### src/rtl/mdio_pkg.sv
package mdio_pkg;
    typedef enum logic [3:0] {
        S_IDLE,
        S_PREAMBLE,
        S_HEADER,
        S_WR_TA,
        S_WR_DATA,
        S_WR_IDLE,
        S_RD_TA,
        S_RD_DATA,
        S_RD_TRAIL,
        S_DONE
    } mdio_state_t;

    localparam int PRE_LEN  = 32;
    localparam int HDR_LEN  = 14;
    localparam int TA_LEN   = 2;
    localparam int DATA_LEN = 16;
    localparam int ADDR_W   = 5;
    localparam int FRAME_W  = HDR_LEN + TA_LEN + DATA_LEN;
endpackage

### src/rtl/mdio_clkdiv.sv
module mdio_clkdiv #(
    parameter int HALF_CNT = 50
) (
    input  logic clk,
    input  logic rst_n,
    input  logic run_i,
    output logic mdc_o,
    output logic rise_ev_o,
    output logic fall_ev_o
);
    localparam int CW = (HALF_CNT > 1) ? $clog2(HALF_CNT) : 1;
    localparam logic [CW-1:0] LAST = CW'(HALF_CNT - 1);

    logic [CW-1:0] cnt_q;
    logic          mdc_q;
    logic          wrap;

    assign wrap      = run_i && (cnt_q == LAST);
    assign rise_ev_o = wrap && !mdc_q;
    assign fall_ev_o = wrap && mdc_q;
    assign mdc_o     = mdc_q;

    always_ff @(posedge clk or negedge rst_n) begin
        if (!rst_n) begin
            cnt_q <= '0;
            mdc_q <= 1'b0;
        end else if (!run_i) begin
            cnt_q <= '0;
            mdc_q <= 1'b0;
        end else if (cnt_q == LAST) begin
            cnt_q <= '0;
            mdc_q <= ~mdc_q;
        end else begin
            cnt_q <= cnt_q + 1'b1;
        end
    end

    // clock stays low whenever the sequencer is not running a frame
    p_mdc_idle_low_r10: assert property (@(posedge clk) disable iff (!rst_n)
        !run_i |-> !mdc_q);
endmodule

### src/rtl/mdio_frame_seq.sv
module mdio_frame_seq
    import mdio_pkg::*;
(
    input  logic                clk,
    input  logic                rst_n,
    input  logic                start_i,
    input  logic                write_i,
    input  logic [ADDR_W-1:0]   phy_i,
    input  logic [ADDR_W-1:0]   reg_i,
    input  logic [DATA_LEN-1:0] wdata_i,
    input  logic                rise_ev_i,
    input  logic                fall_ev_i,
    input  logic                mdi_i,
    input  logic                mdc_i,
    output logic                run_o,
    output logic                busy_o,
    output logic                done_o,
    output logic [DATA_LEN-1:0] rdata_o,
    output logic                nack_o,
    output logic                mdo_o,
    output logic                oe_o
);
    localparam int CNT_W = $clog2(PRE_LEN);

    mdio_state_t        state_q, state_d;
    logic [CNT_W-1:0]   cnt_q, cnt_d;
    logic [FRAME_W-1:0] tx_q;
    logic [DATA_LEN-1:0] rx_q;
    logic               wr_q;
    logic               ack_q;
    logic               last_bit;

    assign last_bit = fall_ev_i && (cnt_q == '0);

    // next-state logic
    always_comb begin
        state_d = state_q;
        cnt_d   = cnt_q;
        if (fall_ev_i && cnt_q != '0) begin
            cnt_d = cnt_q - 1'b1;
        end
        unique case (state_q)
            S_IDLE: if (start_i) begin
                state_d = S_PREAMBLE;
                cnt_d   = CNT_W'(PRE_LEN - 1);
            end
            S_PREAMBLE: if (last_bit) begin
                state_d = S_HEADER;
                cnt_d   = CNT_W'(HDR_LEN - 1);
            end
            S_HEADER: if (last_bit) begin
                state_d = wr_q ? S_WR_TA : S_RD_TA;
                cnt_d   = CNT_W'(TA_LEN - 1);
            end
            S_WR_TA: if (last_bit) begin
                state_d = S_WR_DATA;
                cnt_d   = CNT_W'(DATA_LEN - 1);
            end
            S_WR_DATA: if (last_bit) begin
                state_d = S_WR_IDLE;
                cnt_d   = '0;
            end
            S_WR_IDLE: if (last_bit) state_d = S_DONE;
            S_RD_TA: if (last_bit) begin
                state_d = S_RD_DATA;
                cnt_d   = CNT_W'(DATA_LEN - 1);
            end
            S_RD_DATA: if (last_bit) begin
                state_d = S_RD_TRAIL;
                cnt_d   = '0;
            end
            S_RD_TRAIL: if (last_bit) state_d = S_DONE;
            S_DONE: state_d = S_IDLE;
            default: state_d = S_IDLE;
        endcase
    end

    // state register
    always_ff @(posedge clk or negedge rst_n) begin
        if (!rst_n) begin
            state_q <= S_IDLE;
            cnt_q   <= '0;
        end else begin
            state_q <= state_d;
            cnt_q   <= cnt_d;
        end
    end

    // frame shift and capture registers
    always_ff @(posedge clk or negedge rst_n) begin
        if (!rst_n) begin
            tx_q  <= '0;
            rx_q  <= '0;
            wr_q  <= 1'b0;
            ack_q <= 1'b0;
        end else if (state_q == S_IDLE) begin
            if (start_i) begin
                tx_q  <= {2'b01, (write_i ? 2'b01 : 2'b10), phy_i, reg_i, 2'b10, wdata_i};
                wr_q  <= write_i;
                rx_q  <= '0;
                ack_q <= 1'b0;
            end
        end else begin
            if (fall_ev_i && (state_q == S_HEADER || state_q == S_WR_TA ||
                              state_q == S_WR_DATA)) begin
                tx_q <= {tx_q[FRAME_W-2:0], 1'b0};
            end
            if (rise_ev_i && state_q == S_RD_TA && cnt_q == '0) begin
                ack_q <= ~mdi_i;
            end
            if (rise_ev_i && state_q == S_RD_DATA) begin
                rx_q <= {rx_q[DATA_LEN-2:0], mdi_i};
            end
        end
    end

    // outputs
    always_comb begin
        oe_o  = 1'b0;
        mdo_o = 1'b0;
        unique case (state_q)
            S_PREAMBLE, S_WR_IDLE: begin
                oe_o  = 1'b1;
                mdo_o = 1'b1;
            end
            S_HEADER, S_WR_TA, S_WR_DATA: begin
                oe_o  = 1'b1;
                mdo_o = tx_q[FRAME_W-1];
            end
            S_IDLE, S_RD_TA, S_RD_DATA, S_RD_TRAIL, S_DONE: begin
                oe_o  = 1'b0;
                mdo_o = 1'b0;
            end
            default: begin
                oe_o  = 1'b0;
                mdo_o = 1'b0;
            end
        endcase
    end

    assign run_o   = (state_q != S_IDLE) && (state_q != S_DONE);
    assign busy_o  = (state_q != S_IDLE);
    assign done_o  = (state_q == S_DONE);
    assign nack_o  = !wr_q && !ack_q && (state_q == S_IDLE || state_q == S_DONE)
                     && (tx_q != '0);
    assign rdata_o = (wr_q || !ack_q) ? '0 : rx_q;

    // completion lasts one cycle
    p_done_pulse_r11: assert property (@(posedge clk) disable iff (!rst_n)
        done_o |=> !done_o);
    // busy only falls through a completion
    p_busy_until_done_r11: assert property (@(posedge clk) disable iff (!rst_n)
        $fell(busy_o) |-> $past(done_o));
    // an unacknowledged read reports zero data
    p_nack_zero_r8: assert property (@(posedge clk) disable iff (!rst_n)
        (done_o && nack_o) |-> (rdata_o == '0));
    // data line outputs never move at a rising clock edge
    p_stable_at_rise_r10: assert property (@(posedge clk) disable iff (!rst_n)
        $rose(mdc_i) |-> ($stable(mdo_o) && $stable(oe_o)));
    // no drive while idle
    p_no_drive_idle_r1: assert property (@(posedge clk) disable iff (!rst_n)
        !busy_o |-> !oe_o);
endmodule

### src/rtl/mdio_master.sv
module mdio_master #(
    parameter int HALF_CNT = 50
) (
    input  logic        clk,
    input  logic        rst_n,
    input  logic        req_start,
    input  logic        req_write,
    input  logic [4:0]  req_phy,
    input  logic [4:0]  req_reg,
    input  logic [15:0] req_wdata,
    output logic        req_busy,
    output logic        rsp_done,
    output logic [15:0] rsp_rdata,
    output logic        rsp_nack,
    output logic        mdc,
    output logic        mdio_out,
    input  logic        mdio_in,
    output logic        mdio_oe
);
    logic run;
    logic rise_ev;
    logic fall_ev;

    mdio_clkdiv #(.HALF_CNT(HALF_CNT)) u_div (
        .clk       (clk),
        .rst_n     (rst_n),
        .run_i     (run),
        .mdc_o     (mdc),
        .rise_ev_o (rise_ev),
        .fall_ev_o (fall_ev)
    );

    mdio_frame_seq u_seq (
        .clk       (clk),
        .rst_n     (rst_n),
        .start_i   (req_start),
        .write_i   (req_write),
        .phy_i     (req_phy),
        .reg_i     (req_reg),
        .wdata_i   (req_wdata),
        .rise_ev_i (rise_ev),
        .fall_ev_i (fall_ev),
        .mdi_i     (mdio_in),
        .mdc_i     (mdc),
        .run_o     (run),
        .busy_o    (req_busy),
        .done_o    (rsp_done),
        .rdata_o   (rsp_rdata),
        .nack_o    (rsp_nack),
        .mdo_o     (mdio_out),
        .oe_o      (mdio_oe)
    );
endmodule

### config.mk
export PLATFORM = sky130hd
export DESIGN_NAME = mdio_master
export DESIGN_NICKNAME = d
export VERILOG_FILES = /design/src/rtl/mdio_pkg.sv /design/src/rtl/mdio_clkdiv.sv /design/src/rtl/mdio_frame_seq.sv /design/src/rtl/mdio_master.sv
export SDC_FILE = /design/constraint.sdc
export NUM_CORES = 1
export LEC_CHECK = 0
export BUFFER_PORTS_ARGS = -buffer_cell sky130_fd_sc_hd__buf_4
export CAP_MARGIN = 20
export CORE_MARGIN = 5
export CORE_UTILIZATION = 45
export DETAILED_ROUTE_END_ITERATION = 10
export GPL_ROUTABILITY_DRIVEN = 0
export PLACE_DENSITY = 0.69
export SLEW_MARGIN = 30
export SYNTH_ARGS = -nofsm -noshare
export SYNTH_HDL_FRONTEND = slang
export SYNTH_HIERARCHICAL = 1
export SYNTH_SLANG_ARGS = --single-unit
### constraint.sdc
create_clock -name clk -period 2.1 [get_ports clk]
set_input_delay 0.105 -clock clk [delete_from_list [all_inputs] [get_ports clk]]
set_output_delay 0.105 -clock clk [all_outputs]
set_load 0.02 [all_outputs]
==> results of run 1 <==
worst min path at each step:
stage / from / end / slack (ns) / depth (start not counted)
2_1_floorplan: rst_n / u_div/cnt_q[0] / -0.19 / 0
3_5_place_dp: rst_n / u_seq/rx_q[10] / 0.26 / 1
6_report: req_wdata[0] / u_seq/tx_q[0] / 0.02 / 2
4_1_cts: req_wdata[0] / u_seq/tx_q[0] / 0.01 / 2
5_1_grt: req_wdata[0] / u_seq/tx_q[0] / 0.01 / 2
3_3_place_gp: rst_n / u_seq/rx_q[11] / 0.26 / 1
through the flow:
stage	hold WS [ns]	setup slack [ns]	utilization
finish	0.0243	0.0182	0.578
detailed placement	0.256	0.0181	0.532
floorplan	-0.191	-0.00185	-
global route	0.0126	-0.0882	0.578
CTS	0.0149	0.00495	0.566
global placement	0.261	0.111	0.532
cells in the mapped netlist, types with 3 or more instances:
master / count / area (um2)
nor4b_1: 5 / 43.8
buf_2: 11 / 55.1
a21oi_1: 6 / 30.0
clkbuf_1: 8 / 30.0
nand2_1: 43 / 161
inv_1: 8 / 30.0
nor2b_1: 3 / 18.8
nor2_1: 15 / 56.3
ha_1: 3 / 37.5
buf_4: 3 / 22.5
xor2_1: 5 / 43.8
dfrtp_1: 66 / 1650
buf_6: 3 / 33.8
mux2i_1: 27 / 270
and3_1: 4 / 25.0
nand3_1: 32 / 160
o21ai_1: 12 / 60.1
nor4_1: 9 / 56.3
and2_1: 17 / 106
o21ai_0: 40 / 200
sequential cells by signal, indices dropped and copies added (netlist names):
| name | flops |
|---|---|
| u_div/cnt_q | 6 |
| u_div/mdc_o | 1 |
| u_seq/ack_q | 1 |
| u_seq/cnt_q | 5 |
| u_seq/rx_q | 16 |
| u_seq/state_q | 4 |
| u_seq/tx_q | 32 |
| u_seq/wr_q | 1 |
critical path: cells and delay by family, from the launching register on:
kind | cells | cell delay (ns)
AND/OR/NAND/NOR | 5 | 0.85
AO/OA/AOI/OAI | 2 | 0.39
flip-flops | 1 | 0.38
buffers and inverters | 2 | 0.32
per-layer routing:
layer	vias up	part of all wire
li1	1410	-
met1	1354	0.48
met2	61	0.46
met3	12	0.047
met4	0	0.016
met5	-	0
cell type report:
class | count | area [um2]
clock buffer | 10 | 138
clock inverter | 6 | 88.8
fill | 684 | 3210
inverter | 8 | 30.0
multi-input combinational | 259 | 1720
sequential | 66 | 1650
tap | 102 | 128
timing repair buffer | 82 | 644
cells by family (layout without fill, tap and decap cells):
kind of cell               after synthesis  after routing  share of synthesized area
xor gates and xnor gates                 7              7                     0.0176
DFF                                     66             66                      0.475
AOI/OAI and AO/OA                       77             77                      0.135
buffers and inverters                   36            106                     0.0536
adders and majority gates                3              3                     0.0108
muxes                                   29             29                     0.0842
and+or+nand+nor                        143            143                      0.223
report_power, final:
part	switching, mW	total (mW)	internal, mW
Sequential	0.00180	1.27	1.27
Clock	0.506	1.21	0.703
Combinational	0.0684	0.136	0.0679
repair_timing:
item | CTS | global route
hold endpoints to repair | 68 | 0
hold buffers | 2 | 0
setup endpoints to repair | 1 | 46
pin swaps | 0 | 4
resized for setup | 3 | 18
gates cloned | 0 | 0
setup buffers | 0 | 2
==> results.cfg, run 1 <==
[status]
run_status = complete, no violations

[sta]
setup_tns_ns = 0
fin_crit_sh = 0.991
achievable-frequency_mhz = 480
rsz0062_at_grt = true
timing.max_slew.rel_slack = 0.446
fin_skew_ns = 0.00810
finalMaxSlewViolations = 0
timing_worst_slew_pin_value_ns = 0.831
final-setup-viol-count = 0
hold_viol = 0
min_period_ns = 2.08

[synthesis]
syn_avg_cell_area_um2 = 9.63
mappedNetlistArea_um2 = 3480
ys_warn_count = 6
synth_cell_type_count = 51
synth_seq_area_share = 0.475
synth-seq-cells = 66
asyncSetResetFlopFracSynth = 1.00
synth_flop_cell = dfrtp_1
synth.net_count = 395
postSynthCellCount = 361
synth_enable_flop_cells = 0

[finish]
fin_area_um2 = 4400
top_library_cells_by_usage_in_the_layout_fill_and_taps_aside = buf_4, dfrtp_1, nand2_1
layout.cells.most_common = buf_4
final_cells = 533
fraction_of_final_layout_cells_with_drive_strength_greater_than_1 = 0.278
layout.nets = 460
antenna_cells = 0
synthToLayoutAreaGrowth_pct = 26.4

[worst_setup_path]
crit_path_end = u_seq/state_q[0]
setup.worst_path.start = u_seq/state_q[2]
cp_max_fo = 10
critical_path_cell_by_cell = buf_4, nor4_4, nor2_2, and3_4, buf_4, nand2_1, nor2_2, a2111oi_4, o22ai_1
criticalPathCategory = reg -> reg
timing.rr.end = u_seq/state_q[0]
start_kind = flip-flop
crit_path_top_delay_cell = dfrtp_1
rrSetupSlack_ns = 0.02
rr_startpoint = u_seq/state_q[2]
crit_path_max_incr_delay_ns = 0.38
cp.arrival_ns = 2.28
r2r_cells = 9
setup.worst_path.end_class = flip-flop
worst-endpoint-required_ns = 2.30

[flow_run]
max_capacitance_violation_count = 0

[power_and_ir_drop]
vdd.ir_drop.worst_mv = 0.329
power.static_leakage_nw = 1.85
power.total_mw = 2.62
power_per_cell_area_nw_per_um2 = 596

[hold_path]
type_of_the_tightest_min_delay_check = in -> reg

[die]
initial_core_util = 0.457
dieHeight_um = 97.9
die_w_um = 97.9
ioPinCount = 53
rows = 32
design.core.area_um2 = 7610
design.die.area_um2 = 9580

[place]
number_of_instances_in_the_placed_design = 513
placed_cell_area_um2 = 4050
io_buffer_count = 52
place_hpwl_mm = 5.27

[detailed_routing]
vias = 2837
drt_first_pass_iters = 4
detail-route-antenna-nets = 0
drt-wirelength-per-cell_um = 14.6
wire_length_reported_by_the_detailed_router_mm = 7.79
initialDrtViolationCount = 114
drc = 0
vias_per_cell = 5.32

[grt]
grt_first_pass_wirelength_mm = 13.4
number_of_global_route_vias_before_repair = 2834
gr-usage-met2 = 0.264
grt.met1_usage = 0.227
grt-ovfl-total = 0
groute.layer.met3.usage = 0.0407
largest_net_degree_at_the_start_of_global_routing = 67
most_crowded_layer_gr = met2
grtUsageTotal = 0.168
grt_antenna_before_repair = 0

[cts]
total_clock_buffers_created_by_cts = 9
ctsHtreeMaxLevel = 3
clock_sink_count = 66
cts_root_buffer = clkbuf_8
post_cts_clock_slew_at_the_launch_and_capture_registers_of_the_worst_setup_and_hold_paths_ns = 0.08
tritoncts_clock_tree = built
clkLatencyLatePin_ns = 0.33
cts.path.max_buffers = 2
No activity file was read; power rests on OpenSTA's default activity.
==> inputs of run 2 (changes only) <==
--- a/config.mk
+++ b/config.mk
@@ -5,13 +5,13 @@
 export SDC_FILE = /design/constraint.sdc
 export NUM_CORES = 1
 export LEC_CHECK = 0
-export BUFFER_PORTS_ARGS = -buffer_cell sky130_fd_sc_hd__buf_4
 export CAP_MARGIN = 20
 export CORE_MARGIN = 5
 export CORE_UTILIZATION = 45
 export DETAILED_ROUTE_END_ITERATION = 10
+export DONT_BUFFER_PORTS = 1
 export GPL_ROUTABILITY_DRIVEN = 0
-export PLACE_DENSITY = 0.69
+export PLACE_DENSITY = 0.63
 export SLEW_MARGIN = 30
 export SYNTH_ARGS = -nofsm -noshare
 export SYNTH_HDL_FRONTEND = slang
==> run 2 against run 1 <==
  * The flow now finishes with violations (negative hold slack)
  * Critical endpoint unchanged
  * Largest cell class unchanged
  * Flip-flop and latch count stayed put
  * Sequential share of layout area is 0.83 points higher
  * Setup slack better by 0.032 ns
  * Hold slack worse by 0.033 ns
  * Sequential power hardly changed
  * Critical path depth is 1 lower
  * First-iteration DRC count is 7.9% higher
  * Non-clock buffer count is 21 lower
==> results.cfg, run 2 (synthesis results as in run 1) <==
[finish]
layout.nets = 439
antenna_cells = 0
max_flop_register = u_seq/tx_q
multiInputGateArea_um2 = 1710
layout.cells.most_common = dfrtp_1
biggestRegsByFlops = u_seq/tx_q (32), u_seq/rx_q (16), u_div/cnt_q (6)
final_cells = 512
largest_reg_flops = 32
layout.filler_cells = 698
fraction_of_final_layout_cells_with_drive_strength_greater_than_1 = 0.173
top_library_cells_by_usage_in_the_layout_fill_and_taps_aside = dfrtp_1, nand2_1, o21ai_0
synthToLayoutAreaGrowth_pct = 23.7
fin_util = 0.565
regArea_um2 = 1650

[worst_setup_path]
setup.worst_path.end_class = flip-flop
crit_path_top_delay_cell = dfrtp_1
cp.arrival_ns = 2.24
start_kind = flip-flop
setup.worst_path.start = u_seq/state_q[2]
worst-endpoint-required_ns = 2.29
crit_path_max_incr_delay_ns = 0.40
rr_startpoint = u_seq/state_q[2]
cp_max_fo = 10
criticalPathCategory = reg -> reg
critical_path_cell_by_cell = buf_6, nor4_4, nor2_2, and3_4, buf_6, and3_4, a2111oi_4, o22ai_1

[sta]
setup_tns_ns = 0
fin_crit_sh = 0.976
rsz0062_at_grt = true
hold_viol = 1
fin_skew_ns = 0.00729
final-setup-viol-count = 0
timing.max_slew.rel_slack = 0.725
finalMaxSlewViolations = 0
min_period_ns = 2.05
achievable-frequency_mhz = 488
hold_ws_ns = -0.00875
timing_worst_slew_pin_value_ns = 0.409

[flow_run]
max_capacitance_violation_count = 0

[detailed_routing]
vias = 2778
wire_length_reported_by_the_detailed_router_mm = 8.12
detail-route-antenna-nets = 0
vias_per_cell = 5.43
drt_first_pass_iters = 4
drc = 0
initialDrtViolationCount = 123
drt-wirelength-per-cell_um = 15.9

[place]
number_of_instances_in_the_placed_design = 463
io_buffer_count = 0
place_hpwl_mm = 5.21

[grt]
groute.layer.met3.usage = 0.0457
grt.met1_usage = 0.247
grtUsageTotal = 0.174
gr-usage-met2 = 0.261
number_of_global_route_vias_before_repair = 2804
grt_first_pass_wirelength_mm = 13.8
most_crowded_layer_gr = met2
grt-ovfl-total = 0
grt_antenna_before_repair = 0
largest_net_degree_at_the_start_of_global_routing = 67

[die]
design.die.area_um2 = 9580
rows = 32
initial_core_util = 0.457
ioPinCount = 53
die_w_um = 97.9
dieHeight_um = 97.9
design.core.area_um2 = 7610

[cts]
post_cts_clock_slew_at_the_launch_and_capture_registers_of_the_worst_setup_and_hold_paths_ns = 0.08
ctsHtreeMaxLevel = 3
cts_root_buffer = clkbuf_8
clock_sink_count = 66
total_clock_buffers_created_by_cts = 9
tritoncts_clock_tree = built
clkLatencyLatePin_ns = 0.33
cts.path.max_buffers = 2

[status]
run_status = complete, but fails checks
failed_checks = negative hold slack

[power_and_ir_drop]
power.static_leakage_nw = 1.73
power_per_cell_area_nw_per_um2 = 568
power.total_mw = 2.44
vdd.ir_drop.worst_mv = 0.254

[hold_path]
timing.hold.worst.start = req_phy[2]
type_of_the_tightest_min_delay_check = in -> reg
[run 2: where the power goes]
| part | internal [mW] | switching [mW] | total, mW |
|---|---|---|---|
| Clock | 0.546 | 0.502 | 1.05 |
| Combinational | 0.0541 | 0.0656 | 0.120 |
| Sequential | 1.27 | 0.00170 | 1.27 |
| Total | 1.87 | 0.570 | 2.44 |
[run 2: critical path: cells and delay by family, from the launching register on]
kind | cells | cell delay, ns
compound gates | 2 | 0.44
flops | 1 | 0.40
simple gates | 4 | 0.79
buf+inv | 2 | 0.29
[run 2: metal layers]
layer / vias up / share of wire
met4: 0 / 0.014
met5: - / 0
li1: 1361 / -
met3: 8 / 0.039
met1: 1358 / 0.48
met2: 51 / 0.47
[run 2: worst paths after layout]
| path | cells after the start | slack, ns | end |
|---|---|---|---|
| setup reg to reg | 8 | 0.05 | u_seq/state_q[0] |
| hold / removal | 2 | -0.009 | u_seq/tx_q[25] |
| setup / recovery | 8 | 0.05 | u_seq/state_q[0] |
| hold reg to reg | 2 | 0.51 | u_seq/rx_q[6] |
| max in group asynchronous | 2 | 1.48 | u_seq/state_q[1] |
| min in group asynchronous | 2 | 0.34 | u_seq/rx_q[9] |
[run 2: repair_timing]
action                                  in CTS  in global routing
hold buffers                                28                  2
setup buffers                                0                  3
endpoints found under the hold margin       93                  2
endpoints found under the setup margin      25                 47
pin swaps                                    0                  4
gates resized for setup                      6                 23
[run 2: metrics by stage]
stage,worst slack [ns],cell area (um2)
floorplan,-0.00185,3480
global placement,-0.0697,3670
detailed placement,-0.127,3670
CTS,0.00221,4180
global route,-0.0349,4300
finish,0.0502,4300
[run 2: layout make-up]
| cell class | count | area share |
|---|---|---|
| flip-flops and latches | 66 | 0.384 |
| well taps | 102 | 0.0297 |
| inverters | 8 | 0.00698 |
| repair buffers | 61 | 0.136 |
| clock buffers | 9 | 0.0288 |
| clock inverters | 7 | 0.0163 |
| multi-input cells | 259 | 0.398 |
==> inputs of run 3 (changes only) <==
--- a/config.mk
+++ b/config.mk
@@ -6,7 +6,6 @@
 export NUM_CORES = 1
 export LEC_CHECK = 0
 export CAP_MARGIN = 20
-export CORE_MARGIN = 5
 export CORE_UTILIZATION = 45
 export DETAILED_ROUTE_END_ITERATION = 10
 export DONT_BUFFER_PORTS = 1
==> run 3 against run 2 <==
  * Largest cell class unchanged
  * Design area about the same
  * Non-clock buffer count down 1
  * Largest power group is now clock
  * The flow finishes with violations (negative setup slack)
  * Critical endpoint unchanged
  * Via count down 1.0%
  * Hold slack better by 0.015 ns
  * Clock-buffer cell count up 1
  * Power up 12%
  * Fmax down 2.4%
==> results.cfg, run 3 (synthesis results as in run 1) <==
[power_and_ir_drop]
power.total_mw = 2.72
switchingPower_mw = 0.573
vdd.ir_drop.worst_mv = 0.334
power.share.switching = 0.210
combPwrFrac = 0.044
share_clk_of_total_power = 0.488
seqPwrFrac = 0.468
power_per_cell_area_nw_per_um2 = 633
power.static_leakage_nw = 1.74
p_int_mw = 2.15

[cts]
clock_sink_count = 66
cts.path.max_buffers = 2
post_cts_clock_slew_at_the_launch_and_capture_registers_of_the_worst_setup_and_hold_paths_ns = 0.07
ctsHtreeMaxLevel = 3
cts_root_buffer = clkbuf_8
clkLatencyLatePin_ns = 0.35
tritoncts_clock_tree = built
total_clock_buffers_created_by_cts = 9

[sta]
fin_crit_sh = 1.00
hold_viol = 0
hold_ws_ns = 0.00636
achievable-frequency_mhz = 476
timing_worst_slew_pin_value_ns = 0.397
final-setup-viol-count = 1
rsz0062_at_grt = true
timing.max_slew.rel_slack = 0.734
finalWorstSetupSlack_ns = -0.00102
fin_skew_ns = 0.00711
finalMaxSlewViolations = 0
min_period_ns = 2.10

[worst_setup_path]
worst-endpoint-required_ns = 2.31
path_depth = 9
crit_path_top_delay_cell = dfrtp_2
critical_path_cell_by_cell = nor2_2, and3_2, nor2_2, and3_1, buf_4, nand2_1, nor2_1, o311ai_0, o22ai_1
cp_max_fo = 10
worst_path_most_repeated_cell = nor2_2
crit_path_max_incr_delay_ns = 0.44
start_kind = flip-flop
critical_path_buf_inv_count = 1
rr_startpoint = u_seq/state_q[1]
cp.arrival_ns = 2.31
criticalPathCategory = reg -> reg
critPathTopFamily = simple AND/OR/NAND/NOR gates
setup.worst_path.start = u_seq/state_q[1]
r2r_cells = 9
setup.worst_path.end_class = flip-flop

[die]
design.die.area_um2 = 8080
dieHeight_um = 89.9
initial_core_util = 0.472
rows = 31
die_w_um = 89.9
ioPinCount = 53
design.core.area_um2 = 7370

[grt]
grt_first_pass_wirelength_mm = 13.2
largest_net_degree_at_the_start_of_global_routing = 67
grt_antenna_before_repair = 0
grt-ovfl-total = 0
grtUsageTotal = 0.201
number_of_global_route_vias_before_repair = 2699

[finish]
layout.filler_cells = 656
synthToLayoutAreaGrowth_pct = 23.6
regArea_um2 = 1650
largest_reg_flops = 32
top_library_cells_by_usage_in_the_layout_fill_and_taps_aside = dfrtp_1, nand2_1, o21ai_0
multiInputGateArea_um2 = 1670
layout.nets = 438
fraction_of_final_layout_cells_with_drive_strength_greater_than_1 = 0.156
max_flop_register = u_seq/tx_q
biggestRegsByFlops = u_seq/tx_q (32), u_seq/rx_q (16), u_div/cnt_q (6)
layout.cells.most_common = dfrtp_1
antenna_cells = 0

[detailed_routing]
vias_per_cell = 5.41
vias = 2750
detail-route-antenna-nets = 0
drt_first_pass_iters = 5
drc = 0
wire_length_reported_by_the_detailed_router_mm = 7.70
initialDrtViolationCount = 135
drt-wirelength-per-cell_um = 15.1

[status]
failed_checks = negative setup slack
run_status = complete, but fails checks

[flow_run]
max_capacitance_violation_count = 0

[place]
io_buffer_count = 0
place_hpwl_mm = 5.01

[hold_path]
timing.hold.worst.start = req_start
type_of_the_tightest_min_delay_check = in -> reg
worstHoldPathCells = 2
run 3: worst paths after layout:
path,to,slack [ns]
worst min-delay path,u_seq/state_q[0],0.006
max in group asynchronous,u_seq/state_q[1],1.50
worst max-delay path,u_seq/state_q[0],-0.001
worst max register to register,u_seq/state_q[0],-0.001
worst min register to register,u_seq/rx_q[8],0.50
min in group asynchronous,u_seq/rx_q[9],0.30
run 3: power by group through the flow:
stage	Combinational [mW]	Clock [mW]	Sequential [mW]
2_1_floorplan	0.0381	0	1.30
3_3_place_gp	0.0420	0	1.30
3_5_place_dp	0.0425	0	1.30
4_1_cts	0.122	1.36	1.27
5_1_grt	0.130	1.41	1.27
6_report	0.120	1.33	1.27
run 3: worst reg2reg max path, cell delays in order (launching register included):
cell      delay [ns]
dfrtp_2         0.44
nor2_2          0.19
and3_2          0.24
nor2_2          0.05
and3_1          0.17
buf_4           0.17
nand2_1         0.11
nor2_1          0.09
o311ai_0        0.31
o22ai_1         0.17
run 3: area by class of cell:
| type | count | share of cell area |
|---|---|---|
| clock buffers | 10 | 0.0320 |
| multi-input cells | 259 | 0.389 |
| clock inverters | 6 | 0.0265 |
| inverters | 8 | 0.00699 |
| well taps | 99 | 0.0288 |
| repair buffers | 60 | 0.132 |
| flip-flops and latches | 66 | 0.385 |
run 3: per-layer routing:
metal,GRT usage,vias up,wire (um)
met1,0.280,1329,3730
met3,0.0533,6,326
met4,0.0672,0,69
li1,-,1371,-
met5,0,-,0
met2,0.303,44,3570
run 3: what timing repair did:
item,in CTS,in global routing
hold endpoints to repair,96,0
resized for setup,4,9
hold buffers,31,0
pin swaps,1,0
gates cloned,0,0
endpoints found under the setup margin,14,49
setup buffers,0,0
run 3: per-stage QoR:
| stage | utilization | setup slack (ns) | std cells | instance area, um2 | TNS, ns |
|---|---|---|---|---|---|
| 3_5_place_dp | 0.499 | -0.0525 | 461 | 3680 | -0.207 |
| 2_1_floorplan | - | -0.00185 | 361 | 3480 | -0.00185 |
| 4_1_cts | 0.579 | 0.00783 | 508 | 4270 | 0 |
| 6_report | 0.583 | -0.00102 | 508 | 4300 | -0.00102 |
| 5_1_grt | 0.583 | -0.148 | 508 | 4300 | -0.688 |
| 3_3_place_gp | 0.499 | -0.00426 | 461 | 3680 | -0.00426 |
